===== src/rtl/hbg_pkg.sv =====
// Package: shared types of the H-bridge gate sequencer.
// Assumes: nothing beyond standard SystemVerilog.
package hbg_pkg;

    // Sequencer phases. The dead-time phases hold one leg or every leg open.
    typedef enum logic [2:0] {
        ST_OFF     = 3'd0,
        ST_CHARGE  = 3'd1,
        ST_FLY     = 3'd2,
        ST_DT_CHG  = 3'd3,
        ST_DT_FLY  = 3'd4,
        ST_DT_SWAP = 3'd5
    } seq_state_t;

endpackage


===== src/rtl/hbg_swap_latch.sv =====
// Module: hbg_swap_latch
// Detects the PWM rising edge. At that edge it decides whether a polarity
// change is requested, and it holds the request until the sequencer
// acknowledges it. A request raised during a dead-time phase is kept, so it
// is not lost.
// Assumes: pwm and polarity are synchronous to clk.
module hbg_swap_latch (
    input  logic clk,
    input  logic rst_n,
    input  logic enable,
    input  logic pwm,
    input  logic polarity,
    input  logic act_pol,
    input  logic ack,
    output logic swap_req,
    output logic swap_pol
);

    logic pwm_q;
    logic pend_q;
    logic pol_q;
    logic rise;
    logic differs;

    // Rising edge of the duty signal and a mismatch of the requested polarity.
    always_comb begin
        rise     = pwm & ~pwm_q;
        differs  = polarity ^ act_pol;
        swap_req = enable & (pend_q | (rise & differs));
        swap_pol = pend_q ? pol_q : polarity;
    end

    // Previous PWM level and the pending swap request.
    always_ff @(posedge clk) begin
        if (!rst_n) begin
            pwm_q  <= 1'b0;
            pend_q <= 1'b0;
            pol_q  <= 1'b0;
        end else begin
            pwm_q <= pwm;
            if (!enable || ack) begin
                pend_q <= 1'b0;
            end else if (rise && differs) begin
                pend_q <= 1'b1;
                pol_q  <= polarity;
            end
        end
    end

    // a pending swap only ever appears right after a PWM rising edge.
    assert_pend_after_edge_R7: assert property (@(posedge clk) disable iff (!rst_n)
        $rose(pend_q) |-> ($past(pwm) && !$past(pwm_q)));

endmodule


===== src/rtl/hbg_seq_fsm.sv =====
// Module: hbg_seq_fsm
// Phase sequencer. It steps between charge and flyback, with a dead-time
// phase between them. It runs a longer all-off phase when the bridge starts
// up or when the legs swap roles, and it owns the polarity in use.
// Assumes: DEAD_CYCLES >= 1; swap_req and swap_pol come from hbg_swap_latch.
module hbg_seq_fsm
    import hbg_pkg::*;
#(
    parameter int DEAD_CYCLES = 8
) (
    input  logic       clk,
    input  logic       rst_n,
    input  logic       enable,
    input  logic       pwm,
    input  logic       swap_req,
    input  logic       swap_pol,
    output seq_state_t state,
    output logic       act_pol,
    output logic       ack
);

    localparam int CNT_W = (DEAD_CYCLES > 1) ? $clog2(DEAD_CYCLES) : 1;
    localparam logic [CNT_W-1:0] CNT_LAST = CNT_W'(DEAD_CYCLES - 1);
    localparam logic [CNT_W-1:0] CNT_ONE  = CNT_W'(1);

    logic [CNT_W-1:0] cnt;
    logic             nxt_pol;
    logic             last;

    // End of the current dead-time interval and the swap acknowledge.
    always_comb begin
        last = (cnt == CNT_LAST);
        ack  = enable && ((state == ST_OFF) ||
               (((state == ST_CHARGE) || (state == ST_FLY)) && swap_req));
    end

    // Phase, dead-time counter and polarity registers.
    always_ff @(posedge clk) begin
        if (!rst_n) begin
            state   <= ST_OFF;
            cnt     <= '0;
            act_pol <= 1'b0;
            nxt_pol <= 1'b0;
        end else if (!enable) begin
            state <= ST_OFF;
            cnt   <= '0;
        end else begin
            case (state)
                ST_OFF: begin
                    state   <= ST_DT_SWAP;
                    cnt     <= '0;
                    nxt_pol <= swap_pol;
                end
                ST_CHARGE: begin
                    if (swap_req) begin
                        state   <= ST_DT_SWAP;
                        cnt     <= '0;
                        nxt_pol <= swap_pol;
                    end else if (!pwm) begin
                        state <= ST_DT_FLY;
                        cnt   <= '0;
                    end
                end
                ST_FLY: begin
                    if (swap_req) begin
                        state   <= ST_DT_SWAP;
                        cnt     <= '0;
                        nxt_pol <= swap_pol;
                    end else if (pwm) begin
                        state <= ST_DT_CHG;
                        cnt   <= '0;
                    end
                end
                ST_DT_CHG: begin
                    if (last) state <= ST_CHARGE;
                    else      cnt   <= cnt + CNT_ONE;
                end
                ST_DT_FLY: begin
                    if (last) state <= ST_FLY;
                    else      cnt   <= cnt + CNT_ONE;
                end
                ST_DT_SWAP: begin
                    if (last) begin
                        act_pol <= nxt_pol;
                        state   <= pwm ? ST_CHARGE : ST_FLY;
                    end else begin
                        cnt <= cnt + CNT_ONE;
                    end
                end
                default: begin
                    state <= ST_OFF;
                    cnt   <= '0;
                end
            endcase
        end
    end

    // the polarity in use changes only when an all-off phase completes.
    assert_pol_change_after_gap_R8: assert property (@(posedge clk) disable iff (!rst_n)
        (act_pol != $past(act_pol)) |-> ($past(state) == ST_DT_SWAP));

    // the dead-time counter never runs past its last value.
    assert_cnt_in_range_R5: assert property (@(posedge clk) disable iff (!rst_n)
        cnt <= CNT_LAST);

endmodule


===== src/rtl/hbg_leg_drive.sv =====
// Module: hbg_leg_drive
// Gate decode for one bridge leg. It maps the sequencer phase, and whether
// this leg is the active leg, onto registered high-side and low-side
// commands. The outputs are registered so that a multi-bit phase change
// cannot glitch a gate.
// Assumes: LEG_ID is 0 for leg A and 1 for leg B; DEAD_CYCLES matches the
// sequencer.
module hbg_leg_drive
    import hbg_pkg::*;
#(
    parameter int LEG_ID      = 0,
    parameter int DEAD_CYCLES = 8
) (
    input  logic       clk,
    input  logic       rst_n,
    input  seq_state_t state,
    input  logic       act_pol,
    output logic       gate_h,
    output logic       gate_l
);

    localparam logic    MY_POL  = (LEG_ID != 0);
    localparam int      GUARD_W = $clog2(DEAD_CYCLES + 1);
    localparam logic [GUARD_W-1:0] GUARD_SAT = GUARD_W'(DEAD_CYCLES);
    localparam logic [GUARD_W-1:0] GUARD_ONE = GUARD_W'(1);

    logic active;
    logic want_h;
    logic want_l;

    // Role of this leg and the switch commands for the current phase.
    always_comb begin
        active = (act_pol == MY_POL);
        want_h = active && (state == ST_CHARGE);
        if (active) begin
            want_l = (state == ST_FLY);
        end else begin
            want_l = (state == ST_CHARGE) || (state == ST_FLY) ||
                     (state == ST_DT_CHG) || (state == ST_DT_FLY);
        end
    end

    // Registered gate outputs.
    always_ff @(posedge clk) begin
        if (!rst_n) begin
            gate_h <= 1'b0;
            gate_l <= 1'b0;
        end else begin
            gate_h <= want_h;
            gate_l <= want_l;
        end
    end

    // Checker state: cycles since each switch was last on, saturating.
    logic [GUARD_W-1:0] h_off_cnt;
    logic [GUARD_W-1:0] l_off_cnt;

    // Off-time counters that back the dead-time assertions.
    always_ff @(posedge clk) begin
        if (!rst_n) begin
            h_off_cnt <= GUARD_SAT;
            l_off_cnt <= GUARD_SAT;
        end else begin
            h_off_cnt <= gate_h ? '0 : ((h_off_cnt == GUARD_SAT) ? GUARD_SAT : h_off_cnt + GUARD_ONE);
            l_off_cnt <= gate_l ? '0 : ((l_off_cnt == GUARD_SAT) ? GUARD_SAT : l_off_cnt + GUARD_ONE);
        end
    end

    // the two switches of this leg never conduct together.
    assert_leg_exclusive_R10: assert property (@(posedge clk) disable iff (!rst_n)
        !(gate_h && gate_l));

    // the low side closes only after the high side has been open DEAD_CYCLES cycles.
    assert_dead_h_to_l_R5: assert property (@(posedge clk) disable iff (!rst_n)
        $rose(gate_l) |-> (h_off_cnt >= GUARD_SAT));

    // the high side closes only after the low side has been open DEAD_CYCLES cycles.
    assert_dead_l_to_h_R6: assert property (@(posedge clk) disable iff (!rst_n)
        $rose(gate_h) |-> (l_off_cnt >= GUARD_SAT));

endmodule


===== src/rtl/hbridge_gate_seq.sv =====
// Module: hbridge_gate_seq (top)
// Charge/flyback gate sequencer for a full H-bridge. It ties together the
// swap latch, the phase sequencer and one decode instance per leg.
// Assumes: inputs are synchronous to clk; DEAD_CYCLES >= 1.
module hbridge_gate_seq
    import hbg_pkg::*;
#(
    parameter int DEAD_CYCLES = 8
) (
    input  logic clk,
    input  logic rst_n,
    input  logic enable,
    input  logic pwm,
    input  logic polarity,
    output logic gate_ah,
    output logic gate_al,
    output logic gate_bh,
    output logic gate_bl
);

    localparam int LEGS = 2;

    seq_state_t       state;
    logic             act_pol;
    logic             ack;
    logic             swap_req;
    logic             swap_pol;
    logic [LEGS-1:0]  gh;
    logic [LEGS-1:0]  gl;

    hbg_swap_latch u_swap (
        .clk      (clk),
        .rst_n    (rst_n),
        .enable   (enable),
        .pwm      (pwm),
        .polarity (polarity),
        .act_pol  (act_pol),
        .ack      (ack),
        .swap_req (swap_req),
        .swap_pol (swap_pol)
    );

    hbg_seq_fsm #(
        .DEAD_CYCLES (DEAD_CYCLES)
    ) u_fsm (
        .clk      (clk),
        .rst_n    (rst_n),
        .enable   (enable),
        .pwm      (pwm),
        .swap_req (swap_req),
        .swap_pol (swap_pol),
        .state    (state),
        .act_pol  (act_pol),
        .ack      (ack)
    );

    for (genvar g = 0; g < LEGS; g++) begin : g_leg
        hbg_leg_drive #(
            .LEG_ID      (g),
            .DEAD_CYCLES (DEAD_CYCLES)
        ) u_leg (
            .clk     (clk),
            .rst_n   (rst_n),
            .state   (state),
            .act_pol (act_pol),
            .gate_h  (gh[g]),
            .gate_l  (gl[g])
        );
    end

    // Leg A is index 0, leg B is index 1.
    assign gate_ah = gh[0];
    assign gate_al = gl[0];
    assign gate_bh = gh[1];
    assign gate_bl = gl[1];

    // enable sampled low leaves every gate low two edges later.
    assert_disable_all_off_R9: assert property (@(posedge clk) disable iff (!rst_n)
        !enable |-> ##2 ({gate_ah, gate_al, gate_bh, gate_bl} == 4'b0000));

    // the two high-side switches are never both on.
    assert_single_high_R8: assert property (@(posedge clk) disable iff (!rst_n)
        !(gate_ah && gate_bh));

endmodule


===== config.mk =====
export PLATFORM = sky130hd
export DESIGN_NAME = hbridge_gate_seq
export DESIGN_NICKNAME = d
export VERILOG_FILES = /design/src/rtl/hbg_pkg.sv /design/src/rtl/hbg_swap_latch.sv /design/src/rtl/hbg_seq_fsm.sv /design/src/rtl/hbg_leg_drive.sv /design/src/rtl/hbridge_gate_seq.sv
export SDC_FILE = /design/constraint.sdc
export NUM_CORES = 1
export LEC_CHECK = 0
export CAP_MARGIN = 20
export CORE_ASPECT_RATIO = 1.25
export CORE_MARGIN = 2
export CORE_UTILIZATION = 50
export DETAILED_ROUTE_END_ITERATION = 8
export PLACE_DENSITY = 0.83
export REMOVE_ABC_BUFFERS = 1
export SETUP_SLACK_MARGIN = 0.5
export SLEW_MARGIN = 40
export SYNTH_ARGS = -nofsm -noshare
export SYNTH_HDL_FRONTEND = slang
export SYNTH_SLANG_ARGS = --single-unit

===== constraint.sdc =====
create_clock -name clk -period 2.1 [get_ports clk]
set_input_delay 0.315 -clock clk [delete_from_list [all_inputs] [get_ports clk]]
set_output_delay 0.315 -clock clk [all_outputs]
set_load 0.05 [all_outputs]

=== Word-level counts from Yosys, hierarchy flattened ===
Cells that the tools add are included.

* Register bits after elaboration: 15
* Input port bits: 5
* Output and inout port bits: 4
* Logic and storage cells: 76

* $add $sub $neg: 1
* Equal/unequal tests: 13
* Multiplexer cells: 20
* Bitwise logic cells: 9
* Reduce and logical (&&, ||, !) cells: 22

{| class="wikitable"
|+ Operator list
! kind !! count
|-
| 2-to-1 mux 3 bit || 12
|-
| one-hot mux 3 bit (6 select lines) || 1
|-
| equality test 3 bit (second input constant) || 3
|-
| one-hot mux 3 bit (3 select lines) || 1
|-
| AND reduction 3 bit || 3
|-
| equality test 3 x 2 -> 1 bit (second input constant) || 2
|-
| inequality test 2 bit (second input constant) || 3
|-
| inequality test 3 bit (second input constant) || 2
|-
| logical AND 1 bit || 5
|-
| logical OR 1 bit || 5
|-
| AND reduction 5 bit || 1
|-
| 2-to-1 mux 1 bit || 4
|-
| inequality test 2 x 1 -> 1 bit (second input constant) || 2
|-
| NOT 1 bit || 4
|-
| AND reduction 2 bit || 2
|-
| OR reduction 2 bit || 2
|-
| adder 3 x 1 -> 3 bit (second input constant) || 1
|-
| AND 1 bit || 3
|-
| equality test 3 x 1 -> 1 bit (second input constant) || 1
|-
| logical NOT 3 bit || 1
|-
| OR reduction 3 bit || 1
|-
| 2-to-1 mux 2 bit || 1
|-
| one-hot mux 1 bit (2 select lines) || 1
|-
| nonzero test 2 bit || 1
|-
| other kinds (3) || 3
|}

=== Longest topological paths before layout ===
* Depth in word-level cells: 11
* Mapped depth: 7
* Mapped depth without buffers: 7

=== Cells and area by module ===
Synthesis repeated with hierarchy kept, for this count alone.

* Cells, all modules: 90
* Area total of the unflattened synthesis: 827.0 µm²

{| class="wikitable"
|+ Modules (own cells, without submodules)
! module !! times used !! cells each !! area each (µm²) !! seq. area each (µm²)
|-
| hbg_seq_fsm || 1 || 59 || 494.2 || 160.2
|-
| hbg_swap_latch || 1 || 14 || 150.1 || 60.1
|-
| hbg_leg_drive (g_leg[0].u_leg) || 1 || 8 || 93.8 || 40.0
|-
| hbg_leg_drive (g_leg[1].u_leg) || 1 || 9 || 88.8 || 40.0
|}

=== Least setup slack after synthesis ===
OpenSTA, ideal clock, no wires.

* Kind: register -> register
* Start point: reg u_fsm.cnt[0]
* End point: reg u_fsm.state[1]
* Setup time: 0.116 ns
* Arrival: 1.465 ns
* Data required time: 1.984 ns
* Setup slack: 0.520 ns
* Stages on the path, launching flop included: 8
* Buffers on the path: 0
* Period minus slack after synthesis: 1.580 ns
* Cells stage by stage: dfxtp_1 -> ha_1 -> ha_1 -> inv_1 -> a21oi_1 -> o22ai_1 -> or3_1 -> and3_1

* Longest elaborated chain between the ends: 3
* Elaborated cells between the ends (all ways): 5
* Those cells by class: 4 x eq/ne; 1 x reduce/logical

{| class="wikitable"
|+ Ends and longest elaborated chain
! item !! line !! text
|-
| from (decl) || hbg_seq_fsm.sv:26 || <nowiki>logic [CNT_W-1:0] cnt;</nowiki>
|-
| from (signal assigned) || hbg_seq_fsm.sv:76 || <nowiki>else cnt <= cnt + CNT_ONE;</nowiki>
|-
| from (signal assigned) || hbg_seq_fsm.sv:80 || <nowiki>else cnt <= cnt + CNT_ONE;</nowiki>
|-
| from (signal assigned) || hbg_seq_fsm.sv:87 || <nowiki>cnt <= cnt + CNT_ONE;</nowiki>
|-
| equality test 3 bit * || hbg_seq_fsm.sv:32 || <nowiki>last = (cnt == CNT_LAST);</nowiki>
|-
| inequality test 2 bit (no source line) / inequality test 2 x 1 -> 1 bit (equally long branches) || - ||
|-
| AND reduction 5 bit (no source line) * || - ||
|-
| to (signal assigned) || hbg_seq_fsm.sv:85 || <nowiki>state <= pwm ? ST_CHARGE : ST_FLY;</nowiki>
|-
| to (decl) || hbg_seq_fsm.sv:17 || <nowiki>output seq_state_t state,</nowiki>
|}

Mark *: on every way between the ends. The rest lies on a longest branch, timed or not.
A chain may end at the register's enable or synchronous reset.

=== Worst setup path in the final report ===
* Start point: in pwm
* End point: reg u_fsm.state[1]

* Longest elaborated chain between the ends: 6
* Elaborated cells between the ends (all ways): 12
* Those cells by class: 2 x eq/ne; 5 x mux; 4 x bitwise; 1 x reduce/logical

{| class="wikitable"
|+ Ends and longest elaborated chain
! item !! line !! text
|-
| from (decl) || hbridge_gate_seq.sv:13 || <nowiki>input logic pwm,</nowiki>
|-
| AND 1 bit || hbg_swap_latch.sv:27 || <nowiki>rise = pwm & ~pwm_q;</nowiki>
|-
| AND 1 bit || hbg_swap_latch.sv:29 || <nowiki>swap_req = enable & (pend_q | (rise & differs));</nowiki>
|-
| bitwise OR 1 bit || hbg_swap_latch.sv:29 ||
|-
| AND 1 bit || hbg_swap_latch.sv:29 ||
|-
| inequality test 3 bit (no source line), or another cell as far along || - ||
|-
| AND reduction 5 bit (no source line) / one-hot mux 3 bit (6 select lines) (equally long branches) || - ||
|}

Parallel ways exist; a longest one is shown, timed or not. The select of a mux whose other input is x is not followed.

==> results.py <==
metrics = {
    "timing": {
        "setup_tns_ps": 0,
        "fin_crit_sh": 0.745,
        "finClkSkew_ps": 4.47,
        "fin_crit_ps": 1560,
        "drv_slew": 0,
        "fin_ws_ps": 536,
        "setup-violations-final": 0,
        "finalHoldViolations": 0,
        "slew_headroom": 0.679,
        "worst_pin_slew_ps": 483,
        "fmax_mhz": 639,
        "rsz0062_at_grt": "yes",
    },
    "power": {
        "ir_drop_mv": 0.383,
        "p_leak_nw": 0.380,
        "power.density_nw_per_um2": 592,
    },
    "synthesis": {
        "seq_area_frac_synth": 0.356,
        "synth_adder_area_share": 0.0297,
        "synthTopCellsByCount": "dfxtp_1, nand2_1, a21oi_1",
        "synth_area_leaders": "dfxtp_1, a21oi_1, nand2_1",
        "synth_cell_type_count": 41,
        "ys_warn_count": 0,
        "synth_xor_area_frac": 0.0193,
        "yosysTopAreaCellShare": 0.356,
        "synthArstFlopShare": 0,
        "ys_ff_latch": 15,
        "synth_cells": 92,
        "synth_edf_count": 0,
        "synth.area.mux_share": 0.0490,
        "synth_ff_type": "dfxtp_1",
        "synth-simple-area-share": 0.266,
        "synth_top_area_cell": "dfxtp_1",
        "syn_area_um2": 843,
        "yosysMostFrequentCell": "dfxtp_1",
        "synth_top_family_by_area": "simple AND/OR/NAND/NOR gates",
        "avgSynthCellArea_um2": 9.17,
        "synth_compound_area_frac": 0.224,
    },
    "layout": {
        "finalNonFillerCells": 119,
        "syn_to_final_growth_pct": 16.2,
        "drive_gt1_frac": 0.257,
        "nets": 109,
        "antenna_cells": 0,
        "fin_util": 0.619,
        "final_cell_area_um2": 980,
    },
    "die": {
        "core-area_um2": 1580,
        "boundaryPins": 9,
        "dieHeight_um": 49.9,
        "start_util": 0.533,
        "fp-row-count": 16,
        "die_area_um2": 2030,
        "die_w_um": 40.7,
    },
    "route": {
        "ant_nets": 0,
        "drc_errors": 0,
        "wirelength_um": 1690,
        "drt_iter0_markers": 20,
        "vias": 708,
        "post_drt_wl_per_cell_um": 14.2,
        "firstDrtPassIters": 4,
        "via_per_inst": 5.95,
    },
    "critical_path": {
        "ff2ff_path_depth": 7,
        "critical_path.endpoint_type": "register",
        "worst_ep_arrival_time_ps": 1760,
        "cp.depth": 6,
        "cp_slowest_cell": "clkdlybuf4s50_1",
        "r2r_end": "u_fsm.state[1]$_SDFFE_PN0P_",
        "cpPeakStageDelay_ps": 520,
        "critPathRequiredTime_ps": 2300,
        "startpoint_type": "input port",
        "crit_start": "pwm",
        "critPathMaxFanout": 5,
        "critPathTopFamily": "simple AND/OR/NAND/NOR gates",
        "crit_type": "input port to register",
        "path_buf_inv": 1,
        "critical_path.endpoint": "u_fsm.state[1]$_SDFFE_PN0P_",
        "worst-r2r-setup-slack_ps": 550,
        "path_cells": "clkdlybuf4s50_1 > nand2b_1 > o21bai_4 > a21oi_2 > or3_1 > and3_1",
        "r2r_start": "u_fsm.cnt[1]$_SDFFE_PN0P_",
    },
    "global_route": {
        "grt-ovfl-total": 0,
        "grt_usage": 0.211,
        "grt_pass1_wl_um": 2860,
        "use_met1": 0.249,
        "grt_max_degree": 16,
        "top_usage_layer": "met2",
        "antenna_found_initial": 0,
        "grt_use_met3": 0.0541,
        "grt_pass1_vias": 660,
        "met2_usage": 0.302,
    },
    "clock_tree": {
        "postCtsHoldBufs": 0,
        "clock_sinks": 15,
        "clockRootBuffer": "clkbuf_4",
        "cts_buffers": 3,
        "htree_num_levels": 1,
        "insertion_delay_ps": 300,
        "clk_pin_slew_worst_paths_ps": 90,
        "clockBufferDepth": 2,
        "cts_tree": "done",
    },
    "job": {
        "maxCapViolCount": 0,
    },
    "placed_design": {
        "dp_hpwl_um": 1190,
        "dp_cells": 112,
        "place_congestion": 0.917,
        "placed_area_um2": 913,
        "dpl_worst_slack_ps": 222,
        "port_buffers": 8,
    },
    "worst_hold_path": {
        "hp-class": "register to register",
    },
    "outcome": {
        "outcome": "finished, final reports clean",
    },
}
final cells by class:
| cell class | instances | area [um2] |
|---|---|---|
| multi-input cells | 68 | 510 |
| clock buffers | 3 | 22.5 |
| clock inverters | 1 | 5.00 |
| repair buffers | 12 | 105 |
| well taps | 18 | 22.5 |
| fillers | 130 | 602 |
| flip-flops and latches | 15 | 307 |
| inverters | 2 | 7.51 |
how the worst min path moves through the flow:
| stage | slack, ps | cells past startpoint | start | endpoint |
|---|---|---|---|---|
| final | 470 | 2 | u_fsm.nxt_pol$_SDFFE_PN0P_ | u_fsm.nxt_pol$_SDFFE_PN0P_ |
| after global routing | 500 | 2 | u_fsm.nxt_pol$_SDFFE_PN0P_ | u_fsm.nxt_pol$_SDFFE_PN0P_ |
| after CTS | 470 | 2 | u_fsm.nxt_pol$_SDFFE_PN0P_ | u_fsm.nxt_pol$_SDFFE_PN0P_ |
| after detailed placement | 460 | 2 | u_fsm.nxt_pol$_SDFFE_PN0P_ | u_fsm.nxt_pol$_SDFFE_PN0P_ |
| after global placement | 450 | 2 | u_fsm.nxt_pol$_SDFFE_PN0P_ | u_fsm.nxt_pol$_SDFFE_PN0P_ |
| after floorplan | 430 | 2 | rst_n | g_leg[0].u_leg.gate_h$_SDFF_PN0_ |
where the power goes:
group	leakage (nW)	switching (mW)	internal, mW	total [mW]
clock network	0.0177	0.103	0.0712	0.174
logic	0.237	0.0514	0.0449	0.0964
registers	0.124	0.0141	0.295	0.309
total	0.380	0.169	0.411	0.580
flip-flops by register name (all words and copies together), names as in the netlist:
name                flops
u_fsm.nxt_pol           1
u_swap.pwm_q            1
u_fsm.cnt               3
u_fsm.act_pol           1
u_fsm.state             3
g_leg.u_leg.gate_l      2
u_swap.pol_q            1
u_swap.pend_q           1
g_leg.u_leg.gate_h      2
what timing repair did:
| item | 4_1_cts | 5_1_grt |
|---|---|---|
| pin swaps | 0 | 1 |
| setup endpoints to repair | 5 | 6 |
| setup buffers | 0 | 3 |
| gates resized for setup | 5 | 7 |
placed cells by master (no fill, tap or decap), drive strengths merged, types with 2 or more instances in the layout:
cell,netlist,final
a21oi,9,9
a32o,2,2
and2,2,2
and3,2,2
buf,4,4
clkbuf,3,3
clkdlybuf4s50,0,4
dfxtp,15,15
dlygate4sd2,0,4
ha,2,2
inv,2,2
mux2i,3,3
nand2,9,9
nand2b,5,5
nor2,4,4
nor2b,4,4
nor3,2,2
nor3b,4,4
o211ai,2,2
layer usage:
metal,vias to the layer above,part of all wire,routed length [um]
li1,352,-,-
met1,321,0.41,688
met2,27,0.51,853
met3,8,0.047,80
met4,0,0.037,63
met5,-,0,0
logic make-up (layout without fill, tap and decap cells):
group | Yosys count | after routing
AOI/OAI and AO/OA | 24 | 24
adders and majority gates | 2 | 2
buffers and inverters | 9 | 18
DFF | 15 | 15
xor gates and xnor gates | 1 | 1
and+or+nand+nor | 37 | 37
muxes | 4 | 4
worst reg2reg max path, cell delays in order (launching register included):
cell     delay (ps)
dfxtp_2         350
ha_2            180
ha_4            130
inv_1            70
a21oi_1         140
o22ai_1          90
or3_1           310
and3_1          190
through the flow:
step / power (mW) / hold WS [ps]
after floorplan: 0.377 / 429
after global placement: 0.408 / 447
after detailed placement: 0.410 / 458
after CTS: 0.583 / 471
after global routing: 0.612 / 502
final: 0.580 / 465
Power figures use the tool's default switching activity.
